<file path="config.mk">
export PLATFORM = sky130hd
export DESIGN_NAME = img_window_scan
export DESIGN_NICKNAME = d
export VERILOG_FILES = /design/src/rtl/img_window_scan.sv
export SDC_FILE = /design/constraint.sdc
export NUM_CORES = 1
export LEC_CHECK = 0
export ABC_CLOCK_PERIOD_IN_PS = 2000
export BUFFER_PORTS_ARGS = -buffer_cell sky130_fd_sc_hd__buf_2
export CORE_UTILIZATION = 35
export DETAILED_ROUTE_END_ITERATION = 6
export PLACE_DENSITY = 0.51
export REMOVE_ABC_BUFFERS = 1
export SLEW_MARGIN = 20
export SYNTH_ARGS = -nofsm -noshare
export SYNTH_HDL_FRONTEND = slang
export SYNTH_SLANG_ARGS = --single-unit
</file>
<file path="constraint.sdc">
create_clock -name clk -period 2 [get_ports clk]
set_input_delay 0.1 -clock clk [delete_from_list [all_inputs] [get_ports clk]]
set_output_delay 0.1 -clock clk [all_outputs]
set_load 0.02 [all_outputs]
</file>
<file path="src/rtl/img_window_scan.sv">
module img_window_scan #(
  parameter int H_ACT  = 640,
  parameter int H_FP   = 16,
  parameter int H_SW   = 96,
  parameter int H_BP   = 48,
  parameter int V_ACT  = 480,
  parameter int V_FP   = 10,
  parameter int V_SW   = 2,
  parameter int V_BP   = 33,
  parameter int PIC_W  = 300,
  parameter int PIC_H  = 300,
  parameter int DIV    = 4,
  parameter int ADDR_W = 17
) (
  input  logic              clk,
  input  logic              rst,
  output logic              pix_ce,
  output logic              hsync_n,
  output logic              vsync_n,
  output logic [11:0]       rgb,
  output logic [ADDR_W-1:0] rom_addr,
  input  logic [11:0]       rom_data
);
  localparam int H_TOT     = H_ACT + H_FP + H_SW + H_BP;
  localparam int V_TOT     = V_ACT + V_FP + V_SW + V_BP;
  localparam int HW        = $clog2(H_TOT);
  localparam int VW        = $clog2(V_TOT);
  localparam int DW        = $clog2(DIV);
  localparam int HS_BEG    = H_ACT + H_FP;
  localparam int HS_END    = HS_BEG + H_SW;
  localparam int VS_BEG    = V_ACT + V_FP;
  localparam int VS_END    = VS_BEG + V_SW;
  localparam int PIC_WORDS = PIC_W * PIC_H;

  logic [DW-1:0]     div_q;
  logic [HW-1:0]     hcnt;
  logic [VW-1:0]     vcnt;
  logic [ADDR_W-1:0] row_base;
  logic [2:0]        stg1, stg2;   // {hsync, vsync, window}, active high

  assign pix_ce = (div_q == DW'(DIV - 1));

  wire line_end  = (32'(hcnt) == H_TOT - 1);
  wire frame_end = line_end && (32'(vcnt) == V_TOT - 1);
  wire in_win    = (32'(hcnt) < PIC_W) && (32'(vcnt) < PIC_H);
  wire hs_now    = (32'(hcnt) >= HS_BEG) && (32'(hcnt) < HS_END);
  wire vs_now    = (32'(vcnt) >= VS_BEG) && (32'(vcnt) < VS_END);

  always_ff @(posedge clk) begin
    if (rst) div_q <= '0;
    else     div_q <= pix_ce ? '0 : div_q + 1'b1;
  end

  always_ff @(posedge clk) begin
    if (rst) begin
      hcnt     <= '0;
      vcnt     <= '0;
      row_base <= '0;
    end else if (pix_ce) begin
      hcnt <= line_end ? '0 : hcnt + 1'b1;
      if (line_end) begin
        vcnt <= frame_end ? '0 : vcnt + 1'b1;
        if (frame_end)                row_base <= '0;
        else if (32'(vcnt) < PIC_H-1) row_base <= row_base + ADDR_W'(PIC_W);
      end
    end
  end

  always_ff @(posedge clk) begin
    if (rst) begin
      rom_addr <= '0;
      stg1     <= '0;
      stg2     <= '0;
      hsync_n  <= 1'b1;
      vsync_n  <= 1'b1;
      rgb      <= '0;
    end else if (pix_ce) begin
      rom_addr <= in_win ? row_base + ADDR_W'(hcnt) : '0;
      stg1     <= {hs_now, vs_now, in_win};
      stg2     <= stg1;
      hsync_n  <= ~stg2[2];
      vsync_n  <= ~stg2[1];
      rgb      <= stg2[0] ? rom_data : '0;
    end
  end


  out_hold_chk: assert property (@(posedge clk) disable iff (rst)
    !$past(pix_ce) |-> ($stable(rgb) && $stable(hsync_n) && $stable(vsync_n)));


  hcnt_range_chk: assert property (@(posedge clk) disable iff (rst)
    32'(hcnt) < H_TOT);


  addr_range_chk: assert property (@(posedge clk) disable iff (rst)
    32'(rom_addr) < PIC_WORDS);


  base_zero_chk: assert property (@(posedge clk) disable iff (rst)
    (vcnt == '0) |-> (row_base == '0));


  base_step_chk: assert property (@(posedge clk) disable iff (rst)
    (pix_ce && line_end && (32'(vcnt) < PIC_H-1)) |=>
      (row_base == $past(row_base) + ADDR_W'(PIC_W)));
endmodule

</file>
==> Word level (Yosys, flattened, before mapping) <==
Cells that the tools add are included.
{ "totals": {"reg_bits": 76, "latch_bits": 0, "ramBits": 0, "mem_bits_ro": 0, "input_bits": 14, "out_inout_bits": 32, "elab_cells": 41, "mem_count": 0} }
{ "op_classes": {"addsub": 5, "multipliers": 0, "n_div": 0, "magnitude_cmp": 7, "n_eq_ne": 3, "shifts": 0, "mux": 6, "bitwise_logic": 2, "n_reduce_logical": 8} }
{ "ops": {"columns": ["operator", "count"], "rows": [
  ["$mux W17", 3],
  ["$lt A10 B9 Y1 const B", 4],
  ["$add A10 B1 Y10 const B", 2],
  ["$eq A10 B10 Y1 const B", 2],
  ["$mux W10", 2],
  ["$add A17 B10 Y17", 1],
  ["$add A17 B9 Y17 const B", 1],
  ["$mux W12", 1],
  ["$ge A10 B10 Y1 const B", 1],
  ["$ge A10 B9 Y1 const B", 1],
  ["$lt A10 B10 Y1 const B", 1],
  ["$logic_and A1 B1 Y1", 4],
  ["$reduce_and A3 Y1", 1],
  ["$add A2 B1 Y2 const B", 1],
  ["$eq A2 B2 Y1 const B", 1],
  ["$not A1 Y1", 2],
  ["$reduce_and A2 Y1", 1],
  ["$reduce_bool A2 Y1", 1],
  ["$reduce_or A2 Y1", 1]
]} }

==> Longest topological paths before layout <==
Gate-level depths: netlist of the first run.
{ "logic_depth": {"depth_word": 4, "mapped_depth": 9, "ltp_nobuf": 7} }

==> Worst setup path after synthesis of the first run <==
Ideal clock, no wire load.
{ "synth_timing": {"path_kind": "register to register", "from": "register div_q[0]", "to": "register row_base[14]", "setup_time_ps": 95, "arrival_ps": 2161, "t_required_ps": 1905, "setup_slack_ps": -256, "stages_incl_launch_ff": 8, "path_buffers": 1, "period_less_slack_ps": 2256, "path_cell_list": "dfxtp_1 > ha_1 > buf_2 > nand2_1 > or4_4 > or3_1 > or3_1 > o311ai_1"} }
{ "synth_via": {"elab_chain_len": 2} }
{ "synth_lines": {"columns": ["item", "line_no", "text"], "rows": [
  ["from (decl)", "35", "logic [DW-1:0] div_q;"],
  ["from (signal assigned)", "51", "else div_q <= pix_ce ? '0 : div_q + 1'b1;"],
  ["$eq A2 B2 Y1", "41", "assign pix_ce = (div_q == DW'(DIV - 1));"],
  ["via pix_ce", "17", "output logic pix_ce,"],
  ["$reduce_and A3 Y1 (no line)", null, null],
  ["to (signal assigned)", "64", "else if (32'(vcnt) < PIC_H-1) row_base <= row_base + ADDR_W'(PIC_W);"],
  ["to (decl)", "38", "logic [ADDR_W-1:0] row_base;"]
]} }
The timed path passes the listed nets, and every way through them passes these cells.
A chain may end at the register's enable or synchronous reset.

==> Worst setup path after layout of the first run <==
{ "layout_timing": {"from": "register hcnt[6]", "to": "register row_base[14]"} }
{ "layout_via": {"elab_chain_len": 4, "word_cells_on_any_way": 5, "classes_between": "1 x eq/ne; 1 x mux; 3 x reduce/logical"} }
{ "layout_lines": {"columns": ["item", "line_no", "text"], "rows": [
  ["from (decl)", "36", "logic [HW-1:0] hcnt;"],
  ["from (signal assigned)", "60", "hcnt <= line_end ? '0 : hcnt + 1'b1;"],
  ["$eq A10 B10 Y1 (*)", "43", "wire line_end = (32'(hcnt) == H_TOT - 1);"],
  ["$logic_and A1 B1 Y1", "44", "wire frame_end = line_end && (32'(vcnt) == V_TOT - 1);"],
  ["$reduce_bool A2 Y1 (no line)", null, null],
  ["$reduce_and A3 Y1 (no line)", null, null]
]} }
Mark *: on every way between the ends. The rest lies on a longest branch, timed or not.

==> reports/metrics.sh, run 1 <==
FMAX_GHz=0.499
POWER_DENSITY_mW_PER_MM2=560
PLACEMENT.SETUP.WORST_SLACK_NS=-0.0308
TOPROUTINGLAYERUSED='met4'
SYNTH_FF_TYPE='sky130_fd_sc_hd__dfxtp_1'
GRT_MAX_DEGREE=30
DETAIL_ROUTE.WL_PER_CELL_UM=14.3
RSZ0062_AT_GRT='yes'
SYNTH-EDFF-COUNT=0
LAYOUT_COMMON_CELLS='sky130_fd_sc_hd__dfxtp_1 (66), sky130_fd_sc_hd__buf_4 (64), sky130_fd_sc_hd__buf_2 (45)'
PLACE_AREA_MM2=0.00435
LAYOUT.CELLS.MOST_COMMON='sky130_fd_sc_hd__dfxtp_1'
CLOCK_SKEWS_NS=0.0104
TIMING.MAX_CAP.VIOLATIONS=0
CRITICAL_PATH.REG2REG.ENDPOINT='row_base[14]'
DIE_W_UM=103
M1WIRELENGTH_UM=4420
HTREE_LEVELS=3
REMAINING_DRC_ERRORS=0
CRIT-REG2REG-LAUNCH='hcnt[6]'
WORST_IR_DROP_VDD_uV=319
NUMBER_OF_FILL_CELLS=941
WORST_HOLD_PATH_TYPE='in -> reg'
POWER.CLOCK.FRACTION_PCT=40.3
VIASPERCELL=5.14
OUTCOME='finished, violations left'
TIMING.MAX_SLEW.REL_SLACK_PCT=47.6
TIMING.REG2REG.WORST_PATH_DEPTH=5
VIOLATIONS_IN_THE_FINAL_REPORTS='negative setup slack'
WORST-SLEW-PIN-TRANSITION_NS=0.783
AREA_OCCUPIED_BY_MULTI_INPUT_GATES_MM2=0.00211
POST-ROUTE-WORST-SETUP-SLACK_NS=-0.00420
CORE_REGION_AREA_MM2=0.00986
DRTPASS1ITERATIONS=6
CTS_INSERTED_BUFFERS=9
PERIOD_NEEDED_NS=2.00
FINAL_ANTENNA_NET_COUNT=0
HOLDPATHEND='row_base[2]'
SYN-CELL-AREA_MM2=0.00360
ARRIVAL_NS=2.27
SETUP.WORST_PATH.CLASS='reg -> reg'
FINAL_MAX_SLEW_VIOL_COUNT=0
WORST-ENDPOINT-REQUIRED_NS=2.27
TOP_LEVEL_PORTS=46
YOSYS_WARNINGS=0
FP-ROW-COUNT=36
ASYNC_FLOP_SHARE_PCT=0
ROUTED-WL-MET3_UM=406
DIE-HEIGHT_UM=103
CLK_ROOT_BUFFER_CELL='sky130_fd_sc_hd__clkbuf_8'
NUM_ANTENNA_CELLS=0
MET2WIRELENGTH_UM=4420
DETAILEDROUTE.FIRSTITERATIONVIOLATIONS=215
YS_SEQ_ELEMENTS=74
GRT_FIRST_PASS_WIRELENGTH_UM=14700
CRITICAL_PATH_LAUNCH_POINT_TYPE='flip-flop'
CRITICAL_PATH.MAX_FANOUT=7
CLK_LATENCY_NS=0.36
YOSYS.CELL_TYPES.COUNT=58
YS_SEQ_AREA_SHARE_PCT=41.2
FINALHOLDWORSTSLACK_NS=0.169
AREA_DELTA_SYNTH_FINAL_PCT=36.7
CLOCKBUFFERDEPTH=2
WHS_PATH_DEPTH=3
SORT_OF_ELEMENT_AT_THE_END_OF_THE_CRITICAL_PATH='flip-flop'
POST_SYNTH.CELL_AREA_AVG_UM2=8.95
GLOBALROUTE.TOTALOVERFLOW=0
FINAL-SEQ-AREA_MM2=0.00149
HOLD_PATH.STARTPOINT='rst'
PATH_CLK_SLEW_NS=0.09
GP_CONGESTION=0.820
POWER.SHARE.SEQUENTIAL_PCT=54.5
GRT_USE_TOTAL_PCT=18.0
GRT_PASS1_VIAS=3035
POWER_uW=2750
SHARE_COMB_OF_TOTAL_POWER_PCT=5.2
INTPOWER_uW=2030
P_SW_uW=725
HPWL_UM=6440
CTS_SINKS=74
STARTING_UTILIZATION_OF_THE_CORE_AREA_PCT=36.5
POST_SYNTH_INST_COUNT=402
LAYOUT.NETS=545
PLACEMENT.IO_BUFFERS=45
GRT_ANTENNA_BEFORE_REPAIR=0
TOTALWIRELENGTH_UM=9370
TIMING.FINAL.SETUP_VIOLATIONS=1
HOLD_VIOL_FINAL=0
LEAK_PWR_uW=0.00205
POWER.SHARE.SWITCHING_PCT=26.4
PERIOD_SHARE_PCT=100
VIA_COUNT=3368
RRSETUPSLACK_NS=-0.004
CTS_TREE='yes'
LAYOUT.CELL_AREA.NON_FILLER_MM2=0.00491
FINAL_LAYOUT_SIZE_SUFFIX_GT1_SHARE_PCT=32.8
DIE_AREA_MM2=0.0107
layout make-up:
cell class              instances  share of cell area [%]
clock buffers                   9                    2.52
clock inverters                 7                    1.22
inverters                      14                    1.07
multi-input cells             292                    43.0
flip-flops and latches         74                    30.3
well taps                     133                    3.39
repair buffers                126                    18.5
state kept, by name, indices dropped and copies added, names as in the netlist:
signal    flops
hsync_n       1
vsync_n       1
row_base     15
stg2          3
div_q         2
hcnt         10
stg1          3
vcnt         10
rgb          12
rom_addr     17
power groups by stage:
stage / Sequential [µW] / Combinational [µW] / Clock [µW]
after floorplan: 1530 / 53.0 / 0
after global placement: 1530 / 120 / 0
after detailed placement: 1530 / 122 / 0
after CTS: 1490 / 140 / 1150
after global routing: 1500 / 157 / 1230
final: 1500 / 143 / 1110
stage by stage:
step	util, %	setup TNS (ns)	cells
6_report	49.8	-0.00420	655
5_1_grt	49.8	-0.841	655
4_1_cts	47.3	-0.101	642
3_5_place_dp	44.1	-0.0437	614
3_3_place_gp	44.1	-0.00204	614
2_1_floorplan	-	-20.56	379
worst max path at each step:
stage,slack (ns),startpoint,endpoint,cells past startpoint
floorplan,-0.68,div_q[0],row_base[15],6
global placement,-0.002,hcnt[6],row_base[11],7
detailed placement,-0.03,hcnt[6],row_base[11],7
CTS,-0.05,div_q[0],row_base[6],7
global route,-0.09,hcnt[5],vcnt[9],10
finish,-0.004,hcnt[6],row_base[14],5
per-layer routing:
metal  up-vias  GRT usage, %
met4         0          6.07
met5         -             0
met1      1565          24.0
met2        95          28.2
met3         9          4.64
li1       1699             -
logic make-up (layout without fill, tap and decap cells):
logic type	count (synthesis)	count (layout)	synth area share (%)
AO/OA/AOI/OAI	109	109	21.6
XOR/XNOR	26	26	6.33
adder cells (fa/ha/maj)	14	14	4.87
buffers and inverters	37	156	4.31
flip-flops	74	74	41.2
multiplexers	4	4	1.11
AND/OR/NAND/NOR	138	139	20.6
worst max-delay path: stages (launching register included):
cell and delay [ns]:
sky130_fd_sc_hd__dfxtp_2 0.34, sky130_fd_sc_hd__or2_4 0.25, sky130_fd_sc_hd__or4_4 0.57, sky130_fd_sc_hd__or3_1 0.36, sky130_fd_sc_hd__or3_1 0.31, sky130_fd_sc_hd__o311ai_1 0.08
synth_stat cells, types with 2 or more instances:
cell | instances | area [µm²]
sky130_fd_sc_hd__and4b_1 | 2 | 20.0
sky130_fd_sc_hd__nor2_1 | 38 | 143
sky130_fd_sc_hd__nand2b_1 | 7 | 43.8
sky130_fd_sc_hd__o21a_1 | 2 | 15.0
sky130_fd_sc_hd__a21o_1 | 3 | 22.5
sky130_fd_sc_hd__xor2_1 | 16 | 140
sky130_fd_sc_hd__o311ai_1 | 2 | 17.5
sky130_fd_sc_hd__or4_1 | 3 | 22.5
sky130_fd_sc_hd__a31o_2 | 2 | 17.5
sky130_fd_sc_hd__o21ai_0 | 17 | 85.1
sky130_fd_sc_hd__inv_1 | 14 | 52.6
sky130_fd_sc_hd__or3_1 | 8 | 50.1
sky130_fd_sc_hd__and3_1 | 4 | 25.0
sky130_fd_sc_hd__a21oi_1 | 24 | 120
sky130_fd_sc_hd__o31ai_1 | 3 | 22.5
sky130_fd_sc_hd__o2111ai_1 | 2 | 17.5
sky130_fd_sc_hd__o22ai_1 | 2 | 12.5
sky130_fd_sc_hd__o211ai_1 | 7 | 52.6
sky130_fd_sc_hd__or2b_1 | 2 | 15.0
sky130_fd_sc_hd__and2_1 | 3 | 18.8
sky130_fd_sc_hd__or2_2 | 3 | 18.8
sky130_fd_sc_hd__mux2i_1 | 4 | 40.0
sky130_fd_sc_hd__dfxtp_1 | 74 | 1480
sky130_fd_sc_hd__ha_1 | 14 | 175
sky130_fd_sc_hd__and4_1 | 2 | 17.5
sky130_fd_sc_hd__a31oi_1 | 5 | 31.3
sky130_fd_sc_hd__clkbuf_1 | 14 | 52.6
sky130_fd_sc_hd__o211a_1 | 2 | 20.0
sky130_fd_sc_hd__nor4_1 | 3 | 18.8
sky130_fd_sc_hd__nand3_1 | 7 | 35.0
sky130_fd_sc_hd__nand2_1 | 28 | 105
sky130_fd_sc_hd__xnor2_1 | 10 | 87.6
sky130_fd_sc_hd__a22o_1 | 26 | 228
sky130_fd_sc_hd__buf_2 | 7 | 35.0
sky130_fd_sc_hd__nand4_1 | 12 | 75.1
sky130_fd_sc_hd__a211oi_1 | 3 | 22.5
sky130_fd_sc_hd__nor3_1 | 6 | 30.0
repair_timing:
action / in CTS / in global routing
resized for setup: 5 / 38
gates cloned: 0 / 2
setup buffers: 0 / 11
pin swaps: 1 / 14
endpoints found under the hold margin: 12 / 0
hold buffers: 12 / 0
endpoints found under the setup margin: 6 / 22
(Power assumes the default switching activity.)
==> inputs of run 2 (changes only) <==
--- a/config.mk
+++ b/config.mk
@@ -9,8 +9,10 @@
 export BUFFER_PORTS_ARGS = -buffer_cell sky130_fd_sc_hd__buf_2
 export CORE_UTILIZATION = 35
 export DETAILED_ROUTE_END_ITERATION = 6
+export MAX_ROUTING_LAYER = met4
 export PLACE_DENSITY = 0.51
 export REMOVE_ABC_BUFFERS = 1
+export SKIP_CTS_REPAIR_TIMING = 1
 export SLEW_MARGIN = 20
 export SYNTH_ARGS = -nofsm -noshare
 export SYNTH_HDL_FRONTEND = slang
==> run 2 against run 1 <==
The flow still finishes with violations (negative setup slack). Clock skew hardly changed. Via count is 0.39% higher. Combinational power hardly changed. Sequential power hardly changed. Worst setup slack worse by 0.024 ns. First-iteration DRC count is 8.4% higher. Register-to-register slack worse by 0.02 ns. Sequential cell count stayed put. Global-route usage is 0.26 points higher. Count of clock-buffer cells in the layout stayed put. Utilization is 0.34 points lower. Maximum frequency is 1.2% lower.
==> reports/metrics.sh, run 2 (synthesized netlist as in run 1, its figures left out) <==
HOLD_VIOL_FINAL=0  # unchanged
RRSETUPSLACK_NS=-0.03  # -0.02 ns
PATH_CELLS='or2_4, or4_4, or3_1, or3_1, o311ai_1'
PLACE_AREA_MM2=0.00435  # unchanged
CTS_SINKS=74  # unchanged
WORST-SLEW-PIN-TRANSITION_NS=0.776  # -0.00682 ns
GLOBALROUTE.TOTALOVERFLOW=0  # unchanged
TOTALWIRELENGTH_UM=9330  # -0.46%
HTREE_LEVELS=3  # unchanged
POWER_DENSITY_mW_PER_MM2=563  # +0.50%
FINALHOLDWORSTSLACK_NS=0.186  # +0.0175 ns
AREA_OCCUPIED_BY_MULTI_INPUT_GATES_MM2=0.00209  # -1.1%
WORST_HOLD_PATH_TYPE='in -> reg'
FINAL_LAYOUT_SIZE_SUFFIX_GT1_SHARE_PCT=32.2  # -0.51 points
VIASPERCELL=5.17  # +0.54%
TIMING.MAX_CAP.VIOLATIONS=0  # unchanged
PATH_COMMON_CELL='sky130_fd_sc_hd__or3_1'
LAYOUT_COMMON_CELLS='sky130_fd_sc_hd__dfxtp_1 (69), sky130_fd_sc_hd__buf_4 (63), sky130_fd_sc_hd__buf_2 (45)'
LAYOUT.CELLS.MOST_COMMON='sky130_fd_sc_hd__dfxtp_1'
WORST_SETUP_PATH_ENDPOINT='row_base[14]'
PERIOD_SHARE_PCT=101  # +1.2 points
TOTALNEGATIVESETUPSLACK_NS=-0.0428  # -0.0386 ns
GRT_FIRST_PASS_WIRELENGTH_UM=14400  # -1.9%
CLK_LATENCY_NS=0.36  # about the same
DIE_W_UM=103  # unchanged
LARGEST_REGISTER_FFS=17  # unchanged
LEAK_PWR_uW=0.00204  # -0.36%
DIE_AREA_MM2=0.0107  # unchanged
FINAL_MAX_SLEW_VIOL_COUNT=0  # unchanged
DRTPASS1ITERATIONS=5  # -1
POST-ROUTE-WORST-SETUP-SLACK_NS=-0.0279  # -0.0237 ns
ARRIVAL_NS=2.30  # +0.03 ns
PLACEMENT.IO_BUFFERS=45  # unchanged
TOP_LEVEL_PORTS=46  # unchanged
FMAX_GHz=0.493  # -1.2%
NUMBER_OF_FILL_CELLS=945  # +0.43%
CRITICAL_PATH_DEPTH=5  # unchanged
GRT_PASS1_VIAS=2946  # -2.9%
PERIOD_NEEDED_NS=2.03  # +0.0237 ns
CRITICAL_PATH_LAUNCH_POINT_TYPE='flip-flop'
AREA_DELTA_SYNTH_FINAL_PCT=35.7
SORT_OF_ELEMENT_AT_THE_END_OF_THE_CRITICAL_PATH='flip-flop'
CRITPATHBUFINV=0  # unchanged
SETUP.WORST_PATH.CLASS='reg -> reg'
DETAIL_ROUTE.WL_PER_CELL_UM=14.3  # -0.31%
CRITICAL_PATH.MAX_FANOUT=7  # unchanged
GP_CONGESTION=0.832  # +1.5%
DIE-HEIGHT_UM=103  # unchanged
NUM_ANTENNA_CELLS=0  # unchanged
CTS_TREE='yes'
CLK_ROOT_BUFFER_CELL='sky130_fd_sc_hd__clkbuf_8'
CLOCKBUFFERDEPTH=2  # unchanged
WORST_IR_DROP_VDD_uV=319  # about the same
GRT_USE_TOTAL_PCT=18.3  # +0.26 points
INSTANCES_NO_FILL=654  # -0.15%
TIMING.MAX_SLEW.REL_SLACK_PCT=48.1  # +0.46 points
TIMING.CRITICAL_PATH.MAX_DELAY_FAMILY='simple AND/OR/NAND/NOR gates'
FINAL-SEQ-AREA_MM2=0.00149  # -0.25%
HPWL_UM=6440  # unchanged
FP-ROW-COUNT=36  # unchanged
CORE_REGION_AREA_MM2=0.00986  # unchanged
CTS_INSERTED_BUFFERS=9  # unchanged
PATH_CLK_SLEW_NS=0.09  # about the same
LAYOUT.CORE_UTILIZATION_PCT=49.5  # -0.34 points
LAYOUT.NETS=544  # -0.18%
RSZ0062_AT_GRT='yes'
TIMING.REG2REG.WORST_PATH_DEPTH=5  # unchanged
LAYOUT.CELL_AREA.NON_FILLER_MM2=0.00488  # -0.69%
GRT_MAX_DEGREE=30  # unchanged
DETAILEDROUTE.FIRSTITERATIONVIOLATIONS=233  # +8.4%
CP_SLOWEST_STAGE_DELAY_NS=0.57  # about the same
NUMBER_OF_CELLS_AFTER_DETAILED_PLACEMENT=614  # unchanged
OUTCOME='finished, violations left'
VIA_COUNT=3381  # +0.39%
REMAINING_DRC_ERRORS=0  # unchanged
WORST-ENDPOINT-REQUIRED_NS=2.27  # about the same
CP_SLOWEST_CELL='sky130_fd_sc_hd__or4_4'
LARGEST_REGISTERS='rom_addr x17, row_base x15, rgb x12'
GRT_ANTENNA_BEFORE_REPAIR=0  # unchanged
CRIT-REG2REG-LAUNCH='hcnt[7]'
FINAL_ANTENNA_NET_COUNT=0  # unchanged
TIMING.FINAL.SETUP_VIOLATIONS=4  # +3
CRITPATHLAUNCH='hcnt[7]'
CRITICAL_PATH.REG2REG.ENDPOINT='row_base[14]'
CLOCK_SKEWS_NS=0.0106  # +0.000115 ns
MAX_FLOP_REGISTER='rom_addr'
STARTING_UTILIZATION_OF_THE_CORE_AREA_PCT=36.5  # unchanged
VIOLATIONS_IN_THE_FINAL_REPORTS='negative setup slack'
[run 2: worst min-delay path: cells and delay by family]
kind                   cells  cell delay (ns)
AO/OA/AOI/OAI              1             0.06
buffers and inverters      2             0.34
[run 2: worst min path at each step]
| stage | start | to | slack [ns] | depth (start not counted) |
|---|---|---|---|---|
| floorplan | rst | row_base[13] | 0.17 | 1 |
| global placement | rom_data[5] | rgb[5] | 0.31 | 2 |
| detailed placement | rom_data[2] | rgb[2] | 0.31 | 2 |
| finish | rst | row_base[2] | 0.19 | 3 |
| CTS | rom_data[1] | rgb[1] | -0.08 | 2 |
| global route | rst | row_base[2] | 0.17 | 3 |
[run 2: area by class of cell]
| class | count | share of cell area, % |
|---|---|---|
| Clock buffer | 9 | 2.54 |
| Clock inverter | 7 | 1.23 |
| Inverter | 14 | 1.08 |
| Multi-Input combinational cell | 292 | 42.8 |
| Sequential cell | 74 | 30.5 |
| Tap cell | 133 | 3.41 |
| Timing Repair Buffer | 125 | 18.5 |
[run 2: per-layer routing]
metal	global-route usage (%)	routed length [µm]	share of wire (%)	up-vias
met4	6.93	174	1.9	0
met2	27.2	4320	46	91
met3	4.44	429	4.6	17
met5	-	0	0	-
li1	-	-	-	1698
met1	23.8	4410	47	1575
[run 2: report_power, final]
| part | total (µW) | switching (µW) | internal (µW) | leakage (µW) |
|---|---|---|---|---|
| clock network | 1110 | 638 | 471 | 0.0000848 |
| registers | 1490 | 9.49 | 1480 | 0.000599 |
| logic | 142 | 74.3 | 67.8 | 0.00136 |
| total | 2750 | 722 | 2020 | 0.00204 |
[run 2: through the flow]
step,power [µW],setup WS [ns]
floorplan,1580,-0.683
global placement,1650,-0.00204
detailed placement,1650,-0.0308
CTS,2770,-0.0647
global route,2880,-0.0831
finish,2750,-0.0279
